[src/rtl/pg_pkg.sv]
package pg_pkg;

  typedef enum logic [1:0] {
    PG_NORMAL = 2'd0,
    PG_PROT   = 2'd1,
    PG_BACKUP = 2'd2
  } pg_state_e;

  function automatic logic pg_locked(input pg_state_e s);
    return (s != PG_NORMAL);
  endfunction

  function automatic logic pg_on_cell(input pg_state_e s);
    return (s == PG_BACKUP);
  endfunction

endpackage

[src/rtl/pg_filter.sv]
module pg_filter
  import pg_pkg::*;
#(
  parameter int SMP_W     = 13,
  parameter int TRIP_MV   = 4370,
  parameter int SWITCH_MV = 3000,
  parameter int RESUME_MV = 4500,
  parameter int FILT_N    = 4
) (
  input  logic             clk,
  input  logic             rst_n,
  input  logic             hold,
  input  logic             smp_valid,
  input  logic [SMP_W-1:0] smp_mv,
  input  pg_state_e        cur_st,
  output logic             commit,
  output pg_state_e        commit_st
);

  localparam int CNT_W = $clog2(FILT_N + 1);
  localparam logic [SMP_W-1:0] TRIP_C   = SMP_W'(TRIP_MV);
  localparam logic [SMP_W-1:0] SWITCH_C = SMP_W'(SWITCH_MV);
  localparam logic [SMP_W-1:0] RESUME_C = SMP_W'(RESUME_MV);
  localparam logic [CNT_W:0]   LAST_C   = (CNT_W + 1)'(FILT_N);
  localparam logic [CNT_W:0]   ONE_C    = (CNT_W + 1)'(1);

  pg_state_e        want;
  pg_state_e        want_q, want_d;
  logic [CNT_W-1:0] run_q, run_d;
  logic [CNT_W:0]   run_inc;
  logic             run_en, hit, extend;

  // target state implied by this reading alone
  always_comb begin
    want = cur_st;
    case (cur_st)
      PG_NORMAL: if (smp_mv < TRIP_C) want = PG_PROT;
      PG_PROT: begin
        if (smp_mv < SWITCH_C)      want = PG_BACKUP;
        else if (smp_mv > RESUME_C) want = PG_NORMAL;
      end
      PG_BACKUP: if (smp_mv > SWITCH_C) want = PG_PROT;
      default:   want = PG_PROT;
    endcase
  end

  always_comb begin
    run_en    = smp_valid && !hold;
    hit       = run_en && (want != cur_st);
    extend    = hit && (want == want_q) && (run_q != '0);
    run_inc   = extend ? ({1'b0, run_q} + ONE_C) : ONE_C;
    commit    = hit && (run_inc == LAST_C);
    commit_st = want;
    run_d     = run_q;
    want_d    = want_q;
    if (!hit || commit) begin
      run_d = '0;
    end else begin
      run_d  = run_inc[CNT_W-1:0];
      want_d = want;
    end
  end

  always_ff @(posedge clk or negedge rst_n) begin
    if (!rst_n) begin
      run_q  <= '0;
      want_q <= PG_PROT;
    end else if (run_en) begin
      run_q  <= run_d;
      want_q <= want_d;
    end
  end

endmodule

[src/rtl/pg_fsm.sv]
module pg_fsm
  import pg_pkg::*;
#(
  parameter int SMP_W     = 13,
  parameter int SWITCH_MV = 3000
) (
  input  logic             clk,
  input  logic             rst_n,
  input  logic             smp_valid,
  input  logic [SMP_W-1:0] smp_mv,
  input  logic             commit,
  input  pg_state_e        commit_st,
  input  logic             fail_clr,
  output pg_state_e        st_q,
  output logic             first_q,
  output logic             flag_q
);

  localparam logic [SMP_W-1:0] SWITCH_C = SMP_W'(SWITCH_MV);

  pg_state_e st_d;
  logic      first_d, flag_d, trip;

  always_comb begin
    st_d    = st_q;
    first_d = first_q;
    trip    = 1'b0;
    if (first_q) begin
      if (smp_valid) begin
        first_d = 1'b0;
        st_d    = (smp_mv < SWITCH_C) ? PG_BACKUP : PG_PROT;
      end
    end else if (commit) begin
      st_d = commit_st;
      trip = (st_q == PG_NORMAL);
    end
    if (trip)          flag_d = 1'b1;
    else if (fail_clr) flag_d = 1'b0;
    else               flag_d = flag_q;
  end

  always_ff @(posedge clk or negedge rst_n) begin
    if (!rst_n) begin
      st_q    <= PG_PROT;
      first_q <= 1'b1;
      flag_q  <= 1'b0;
    end else begin
      st_q    <= st_d;
      first_q <= first_d;
      flag_q  <= flag_d;
    end
  end

endmodule

[src/rtl/pg_gate.sv]
module pg_gate
  import pg_pkg::*;
(
  input  pg_state_e st,
  input  logic      req_ce,
  input  logic      req_we,
  input  logic      req_oe,
  output logic      wr_protect,
  output logic      bus_iso,
  output logic      use_backup,
  output logic      mem_ce,
  output logic      mem_we,
  output logic      mem_oe
);

  always_comb begin
    wr_protect = pg_locked(st);
    bus_iso    = pg_locked(st);
    use_backup = pg_on_cell(st);
    mem_ce     = req_ce && !bus_iso;
    mem_we     = req_we && !bus_iso && !wr_protect;
    mem_oe     = req_oe && !bus_iso;
  end

endmodule

[src/rtl/pwr_guard.sv]
module pwr_guard
  import pg_pkg::*;
#(
  parameter int SMP_W     = 13,
  parameter int TRIP_MV   = 4370,
  parameter int SWITCH_MV = 3000,
  parameter int RESUME_MV = 4500,
  parameter int FILT_N    = 4
) (
  input  logic             clk,
  input  logic             rst_n,
  input  logic             smp_valid,
  input  logic [SMP_W-1:0] smp_mv,
  input  logic             req_ce,
  input  logic             req_we,
  input  logic             req_oe,
  input  logic             fail_clr,
  output logic             wr_protect,
  output logic             bus_iso,
  output logic             use_backup,
  output logic             mem_ce,
  output logic             mem_we,
  output logic             mem_oe,
  output logic             fail_flag
);

  logic      rst_meta, rst_sync_n;
  logic      first, commit;
  pg_state_e st, commit_st;

  // asynchronous assert, synchronous release
  always_ff @(posedge clk or negedge rst_n) begin
    if (!rst_n) begin
      rst_meta   <= 1'b0;
      rst_sync_n <= 1'b0;
    end else begin
      rst_meta   <= 1'b1;
      rst_sync_n <= rst_meta;
    end
  end

  pg_filter #(
    .SMP_W(SMP_W), .TRIP_MV(TRIP_MV), .SWITCH_MV(SWITCH_MV),
    .RESUME_MV(RESUME_MV), .FILT_N(FILT_N)
  ) u_filt (
    .clk(clk), .rst_n(rst_sync_n), .hold(first),
    .smp_valid(smp_valid), .smp_mv(smp_mv), .cur_st(st),
    .commit(commit), .commit_st(commit_st)
  );

  pg_fsm #(.SMP_W(SMP_W), .SWITCH_MV(SWITCH_MV)) u_fsm (
    .clk(clk), .rst_n(rst_sync_n), .smp_valid(smp_valid), .smp_mv(smp_mv),
    .commit(commit), .commit_st(commit_st), .fail_clr(fail_clr),
    .st_q(st), .first_q(first), .flag_q(fail_flag)
  );

  pg_gate u_gate (
    .st(st), .req_ce(req_ce), .req_we(req_we), .req_oe(req_oe),
    .wr_protect(wr_protect), .bus_iso(bus_iso), .use_backup(use_backup),
    .mem_ce(mem_ce), .mem_we(mem_we), .mem_oe(mem_oe)
  );

endmodule

[config.mk]
export PLATFORM = sky130hd
export DESIGN_NAME = pwr_guard
export DESIGN_NICKNAME = d
export VERILOG_FILES = /design/src/rtl/pg_pkg.sv /design/src/rtl/pg_filter.sv /design/src/rtl/pg_fsm.sv /design/src/rtl/pg_gate.sv /design/src/rtl/pwr_guard.sv
export SDC_FILE = /design/constraint.sdc
export NUM_CORES = 1
export LEC_CHECK = 0
export BUFFER_PORTS_ARGS = -buffer_cell sky130_fd_sc_hd__buf_4
export CAP_MARGIN = 40
export CORE_ASPECT_RATIO = 0.9
export CORE_MARGIN = 2
export CORE_UTILIZATION = 50
export CTS_BUF_LIST = sky130_fd_sc_hd__clkbuf_8
export DETAILED_ROUTE_END_ITERATION = 10
export PLACE_DENSITY = 0.8
export SLEW_MARGIN = 10
export SYNTH_ARGS = -nofsm -noshare
export SYNTH_HDL_FRONTEND = slang
export SYNTH_HIERARCHICAL = 1
export SYNTH_SLANG_ARGS = --single-unit
[constraint.sdc]
create_clock -name clk -period 0.96 [get_ports clk]
set_input_delay 0 -clock clk [delete_from_list [all_inputs] [get_ports clk]]
set_output_delay 0 -clock clk [all_outputs]
set_load 0.005 [all_outputs]
==> impl_results.md, run 1 <==
- Worst Path Arrival: 2.80 ns
- Synth Instances: 105
- Critical path class: reg2reg
- WL/cell: 18.3 um
- Syn. warnings: 6
- Synth Cell Area: 903 um2
- Starting Density: 0.537
- PD cells: 1070 mW/mm2
- Clk Latency, worst-skew pair: 0.24 ns
- Worst r2r src: u_fsm/st_q[0]
- Initial DRT Pass Iterations: 6
- Switching power: 502 uW
- CP startpoint kind: register
- RePlAce Congestion: 0.881
- Peak supply drop: 0.00123 V
- Max-slew violations: 0
- # DRC: 0
- Vias: 1215
- RSZ-0062 raised after global routing: yes
- Vias per cell: 6.30
- Clk_skew: 0.00634 ns
- Syn avg cell area: 8.60 um2
- Clk network pwr share: 0.290
- CTS tree: done
- Core area: 0.00168 mm2
- Ys flop type: dfrtp_1
- Total wire length: 3.54 mm
- I/O pins: 27
- Die Ht: 44.3 um
- First-pass GRT wire length: 5.37 mm
- Largest net degree at the start of global routing: 10
- Post-Route Utilization: 0.896
- Die ar.: 0.00216 mm2
- Combinational share of power: 0.365
- Status: finished, violations left
- Switching Fraction: 0.311
- CTS buffer count: 3
- Area after DPL: 0.00133 mm2
- Synth area leaders: dfrtp_1 22%, dfstp_2 8.7%, nor2_1 4.2%, nor2b_1 3.5%, ha_1 2.8%
- Yosys top cell by area: dfrtp_1
- Setup ws final: -1.71 ns
- H-tree levels: 1
- Critical Path RT: 1.08 ns
- Failing checks: negative setup slack
- Post-synth EDFFs: 0
- Hold WC Path Type: in2async
- Fin crit period: 2.67 ns
- Sequential fraction of the synthesis area: 0.309
- Clock sinks: 11
- Syn_nets: 127
- Antenna Cells: 0
- CP Capture Type: register
- Max-capacitance violation count: 0
- Initial antenna violation count: 0
- Critical Path Fanout Max: 5
- Flop pwr share: 0.345
- Final setup vio count: 14
- Netlist cell types: 47
- CP Launch Point: u_fsm/st_q[0]
- Total track usage: 0.335
- LEAKAGE: 0.692 nW
- CTS Root Cell: clkbuf_8
- Port bufs: 26
- Highest Clock Rate: 374 MHz
- Area Overhead vs Synth: 66.8%
- Design Area, Final: 0.00151 mm2
- Die X: 48.8 um
- HPWL after DPL: 2.03 mm
- Top cell type's share of synthesized area: 0.222
- Nets: 192
- Most frequent cells after synthesis: 10 x nor2_1, 8 x dfrtp_1, 6 x nand2_1
- CTS clk-pin slew, worst paths: 0.05 ns
- # rows: 14
- Fin crit share: 2.78
- Cell with the most instances after synthesis: nor2_1
- Initial DRC Count: 79
- Ys async rst share: 1.00
- Dpl ws: -1.68 ns
- Gr ovfl total: 0
- Layout cells sized above 1: 0.491
- P_int: 1.11 mW
- #FFs+latches synth: 11
- Clock Path Buffers: 2
- Antenna Violating Nets Remaining: 0
- Vias in the first global route: 1177
- Fin. Hold Viols: 0
==> final timing paths <==
kind                       slack [ns]  cells after the start         endpoint
setup / recovery                -1.71                     11    u_fsm/st_q[1]
hold / removal                   0.09                      2       rst_sync_n
setup reg to reg                -1.71                     11    u_fsm/st_q[1]
hold reg to reg                  0.17                      0  u_filt/run_q[0]
max in group asynchronous        0.47                      0    u_fsm/first_q
min in group clk                 0.12                      3    u_fsm/st_q[1]
==> metrics by stage <==
stage	setup TNS (ns)	hold WS [ns]	cells	power (mW)
finish	-13.20	0.0858	193	1.61
global route	-14.08	0.0841	193	1.69
CTS	-11.87	0.0761	190	1.56
detailed placement	-11.02	-0.215	179	1.03
global placement	-10.53	-0.217	179	1.01
floorplan	-8.85	-0.296	105	0.779
==> flip-flops by register name, indices dropped and copies added (netlist names) <==
register	flops
rst_meta	1
rst_sync_n	1
u_filt/run_q	3
u_filt/want_q	2
u_fsm/first_q	1
u_fsm/flag_q	1
u_fsm/st_q	2
==> power groups by stage <==
stage,Sequential (mW),Clock (mW),Combinational (mW)
3_3_place_gp,0.555,0,0.458
5_1_grt,0.561,0.502,0.626
2_1_floorplan,0.551,0,0.228
3_5_place_dp,0.557,0,0.470
6_report,0.558,0.468,0.589
4_1_cts,0.552,0.467,0.535
==> critical path, stage by stage (launching register included) <==
cell     delay, ns
dfstp_2       0.40
buf_6         0.12
nor2_1        0.07
and4_1        0.24
nor2_2        0.06
and3_1        0.16
or4_4         0.54
nor4_4        0.36
buf_4         0.17
mux2i_1       0.20
o22a_1        0.17
o31ai_1       0.06
==> cell type report <==
| cell class | instances | area [um2] |
|---|---|---|
| tap | 24 | 30.0 |
| multi-input combinational | 87 | 652 |
| inverter | 5 | 18.8 |
| clock inverter | 1 | 5.00 |
| timing repair buffer | 62 | 480 |
| sequential | 11 | 279 |
| clock buffer | 3 | 41.3 |
| fill | 81 | 175 |
==> cells in the final DEF, fill, tap and decap left out, types with 2 or more instances in the layout <==
cell and n:
a21oi_1 2, a31oi_1 3, buf_4 57, buf_6 2, clkbuf_8 3, dfrtp_1 8, dfstp_2 3, dlygate4sd3_1 3
ha_1 2, inv_1 5, mux2_4 2, mux2i_1 2, nand2_1 6, nand2b_1 3, nand3_1 3, nand3b_1 2
nand4_1 2, nor2_1 9, nor2b_1 4, nor3_1 3, nor3b_2 3, o211ai_1 2, o21ai_0 2, o21ai_1 6
o31ai_1 2, or3_1 2, or4_4 2
==> logic make-up after synthesis <==
family          synth area share
buf+inv                   0.0346
xor+xnor                 0.00970
flops                      0.309
mux                       0.0471
fa+ha+maj                 0.0277
simple gates               0.330
other cells              0.00415
compound gates             0.238
==> timing repair <==
item                                   CTS  global route
hold buffers                             3             0
setup endpoints to repair               14            14
setup buffers                            4             4
gates resized for setup                 11             4
pin swaps                                3             6
endpoints found under the hold margin    4             0
==> routing by layer <==
metal / vias to the layer above / GRT usage / share of wire / routed length, um
met4: 0 / 0.200 / 0.060 / 213
met2: 92 / 0.627 / 0.50 / 1760
li1: 526 / - / - / -
met5: - / 0 / 0 / 0
met3: 31 / 0.0676 / 0.094 / 332
met1: 566 / 0.358 / 0.35 / 1230
Power figures use the tool's default switching activity.
==> inputs of run 2 (changes only) <==
==> constraint.sdc (replaced) <==
create_clock -name clk -period 0.96 [get_ports clk]
set_input_delay 0.048 -clock clk [delete_from_list [all_inputs] [get_ports clk]]
set_output_delay 0.048 -clock clk [all_outputs]
set_load 0.005 [all_outputs]
==> run 2 against run 1 <==
  * The run still ends with negative setup slack left
  * Clock power rose by 2%
  * Wire length rose by 41%
  * Largest cell class unchanged
  * Clock skew fell by 0.0011 ns
==> impl_results.md, run 2 (synthesis gave the netlist of run 1 again) <==
- Status: finished, violations left (unchanged)
- Failing checks: negative setup slack (unchanged)
- Clk Latency, worst-skew pair: 0.25 ns (was 0.24 ns)
- Largest net degree at the start of global routing: 10 (unchanged)
- Clock sinks: 11 (unchanged)
- Starting Density: 0.537 (unchanged)
- CTS tree: done (unchanged)
- Vias: 1320 (was 1215)
- Critical Path Fanout Max: 4 (was 5)
- I/O pins: 27 (unchanged)
- Fillers: 55 (was 81)
- CTS clk-pin slew, worst paths: 0.05 ns (about the same)
- Total wire length: 4.97 mm (was 3.54 mm)
- Hold WC Path Type: in2reg (was in2async)
- Initial antenna violation count: 0 (unchanged)
- Storage element area: 279 um2 (unchanged)
- Die Ht: 44.3 um (unchanged)
- Max-slew violations: 0 (unchanged)
- Gr ovfl total: 0 (unchanged)
- LEAKAGE: 0.703 nW (was 0.692 nW)
- Vias in the first global route: 1178 (was 1177)
- RePlAce Congestion: 0.894 (was 0.881)
- CP Capture Type: register (unchanged)
- HPWL after DPL: 2.10 mm (was 2.03 mm)
- Total power: 1.73 mW (was 1.61 mW)
- Max-capacitance violation count: 0 (unchanged)
- Crit-path cells: buf_4, nor2b_1, a21boi_2, or4_4, nor4_4, buf_4, mux2i_1, o21ai_1, o31a_1 (was buf_6, nor2_1, and4_1, nor2_2, and3_1, or4_4, nor4_4, buf_4, mux2i_1, o22a_1, o31ai_1)
- Initial DRC Count: 98 (was 79)
- Highest Clock Rate: 377 MHz (was 374 MHz)
- Top reg by flops: u_filt/run_q (unchanged)
- Flop pwr share: 0.327 (was 0.345)
- Clock Path Buffers: 2 (unchanged)
- Fin. Hold Viols: 0 (unchanged)
- Setup ws final: -1.70 ns (was -1.71 ns)
- Initial DRT Pass Iterations: 5 (was 6)
- Nets: 191 (was 192)
- Port bufs: 26 (unchanged)
- # DRC: 0 (unchanged)
- Antenna Violating Nets Remaining: 0 (unchanged)
- P_int: 1.13 mW (was 1.11 mW)
- CTS Root Cell: clkbuf_8 (unchanged)
- Crit-path slowest cell: or4_4 (unchanged)
- Antenna Cells: 0 (unchanged)
- PD cells: 1100 mW/mm2 (was 1070 mW/mm2)
- Clk network pwr share: 0.277 (was 0.290)
- Crit path top cell by count: buf_4
- Total track usage: 0.362 (was 0.335)
- Area Overhead vs Synth: 74.1% (was 66.8%)
- Largest registers: u_filt/run_q: 3 flops, u_filt/want_q: 2 flops, u_fsm/st_q: 2 flops (unchanged)
- RSZ-0062 raised after global routing: yes (unchanged)
- # rows: 14 (unchanged)
- Commonest non-fill, non-tap cell in the layout: buf_4 (unchanged)
- Delay-heaviest family, CP: simple AND/OR/NAND/NOR gates (unchanged)
- Fin crit share: 2.77 (was 2.78)
- Most frequent cells in the layout: 54 x buf_4, 8 x dfrtp_1, 6 x nand2_1 (was 57 x buf_4, 9 x nor2_1, 8 x dfrtp_1)
- CP startpoint kind: register (unchanged)
- Worst Path Arrival: 2.83 ns (was 2.80 ns)
- Switching power: 596 uW (was 502 uW)
- Final setup vio count: 14 (unchanged)
- Multi-input gate area: 717 um2 (was 652 um2)
- Die X: 48.8 um (unchanged)
- Die ar.: 0.00216 mm2 (unchanged)
- Critical path class: reg2reg (unchanged)
- H-tree levels: 1 (unchanged)
- Combinational share of power: 0.397 (was 0.365)
- WL/cell: 25.9 um (was 18.3 um)
- Vias per cell: 6.88 (was 6.30)
- Fin crit period: 2.66 ns (was 2.67 ns)
- CTS buffer count: 3 (unchanged)
- Layout cells sized above 1: 0.560 (was 0.491)
- Setup TNS: -13.38 ns (was -13.20 ns)
- Largest register FFs: 3 (unchanged)
- Core area: 0.00168 mm2 (unchanged)
- Max stage delay on crit path: 0.60 ns (was 0.54 ns)
- Peak supply drop: 0.00106 V (was 0.00123 V)
- First-pass GRT wire length: 5.69 mm (was 5.37 mm)
- Switching Fraction: 0.344 (was 0.311)
- Dpl ws: -1.74 ns (was -1.68 ns)
- Clk_skew: 0.00519 ns (was 0.00634 ns)
- Crit path buf inv count: 2 (unchanged)
- Critical Path RT: 1.13 ns (was 1.08 ns)
[run 2: changes by cell type in the layout (fill, tap and decap cells not counted), moves of 3 or more]
| cell | delta |
|---|---|
| buf_6 | +3 |
| nor2_4 | +3 |
| buf_4 | -3 |
| nor2_1 | -4 |
[run 2: what timing repair did]
action,in CTS,in global routing
resized for setup,16,17
setup endpoints to repair,14,14
pin swaps,4,7
hold buffers,2,0
buffers inserted,5,3
hold endpoints to repair,3,0
[run 2: layout make-up]
class | count | share of cell area
Inverter | 5 | 0.0119
Sequential cell | 11 | 0.177
Clock inverter | 1 | 0.00318
Clock buffer | 3 | 0.0263
Tap cell | 24 | 0.0191
Timing Repair Buffer | 61 | 0.306
Multi-Input combinational cell | 87 | 0.456
[run 2: routing by layer]
metal	share of wire	vias up	track usage	routed length, um
met5	0	-	0	0
met4	0.10	0	0.194	511
met3	0.12	64	0.0912	595
met2	0.46	172	0.649	2260
met1	0.32	564	0.404	1600
li1	-	520	-	-
[run 2: final timing paths]
| kind | from | to | slack [ns] | depth (start not counted) |
|---|---|---|---|---|
| worst min-delay path | smp_valid | u_fsm/first_q | 0.08 | 3 |
| worst max register to register | u_fsm/st_q[0] | u_fsm/st_q[0] | -1.70 | 9 |
| worst max-delay path | u_fsm/st_q[0] | u_fsm/st_q[0] | -1.70 | 9 |
| min in group asynchronous | rst_sync_n | u_filt/run_q[0] | 0.15 | 0 |
| worst min register to register | rst_sync_n | u_filt/run_q[0] | 0.15 | 0 |
| max in group asynchronous | rst_sync_n | u_filt/want_q[0] | 0.49 | 0 |
[run 2: power groups by stage]
stage / Clock (mW) / Combinational (mW) / Sequential [mW]
after floorplan: 0 / 0.228 / 0.551
after global placement: 0 / 0.458 / 0.555
after detailed placement: 0 / 0.476 / 0.557
after CTS: 0.480 / 0.560 / 0.554
after global routing: 0.505 / 0.696 / 0.565
final: 0.479 / 0.686 / 0.565
[run 2: through the flow]
step                      utilization  hold WS [ns]  cells  area [um2]
after floorplan                     -        -0.248    105         925
after global placement          0.789        -0.170    179        1330
after detailed placement        0.789        -0.167    179        1330
after CTS                       0.881        0.0368    189        1480
after global routing            0.935        0.0742    192        1570
final                           0.935        0.0794    192        1570
[run 2: worst reg2reg max path, stage by stage, from the launching register on]
cell      delay [ns]
dfstp_2         0.55
buf_4           0.15
nor2b_1         0.08
a21boi_2        0.20
or4_4           0.60
nor4_4          0.38
buf_4           0.18
mux2i_1         0.22
o21ai_1         0.10
o31a_1          0.12
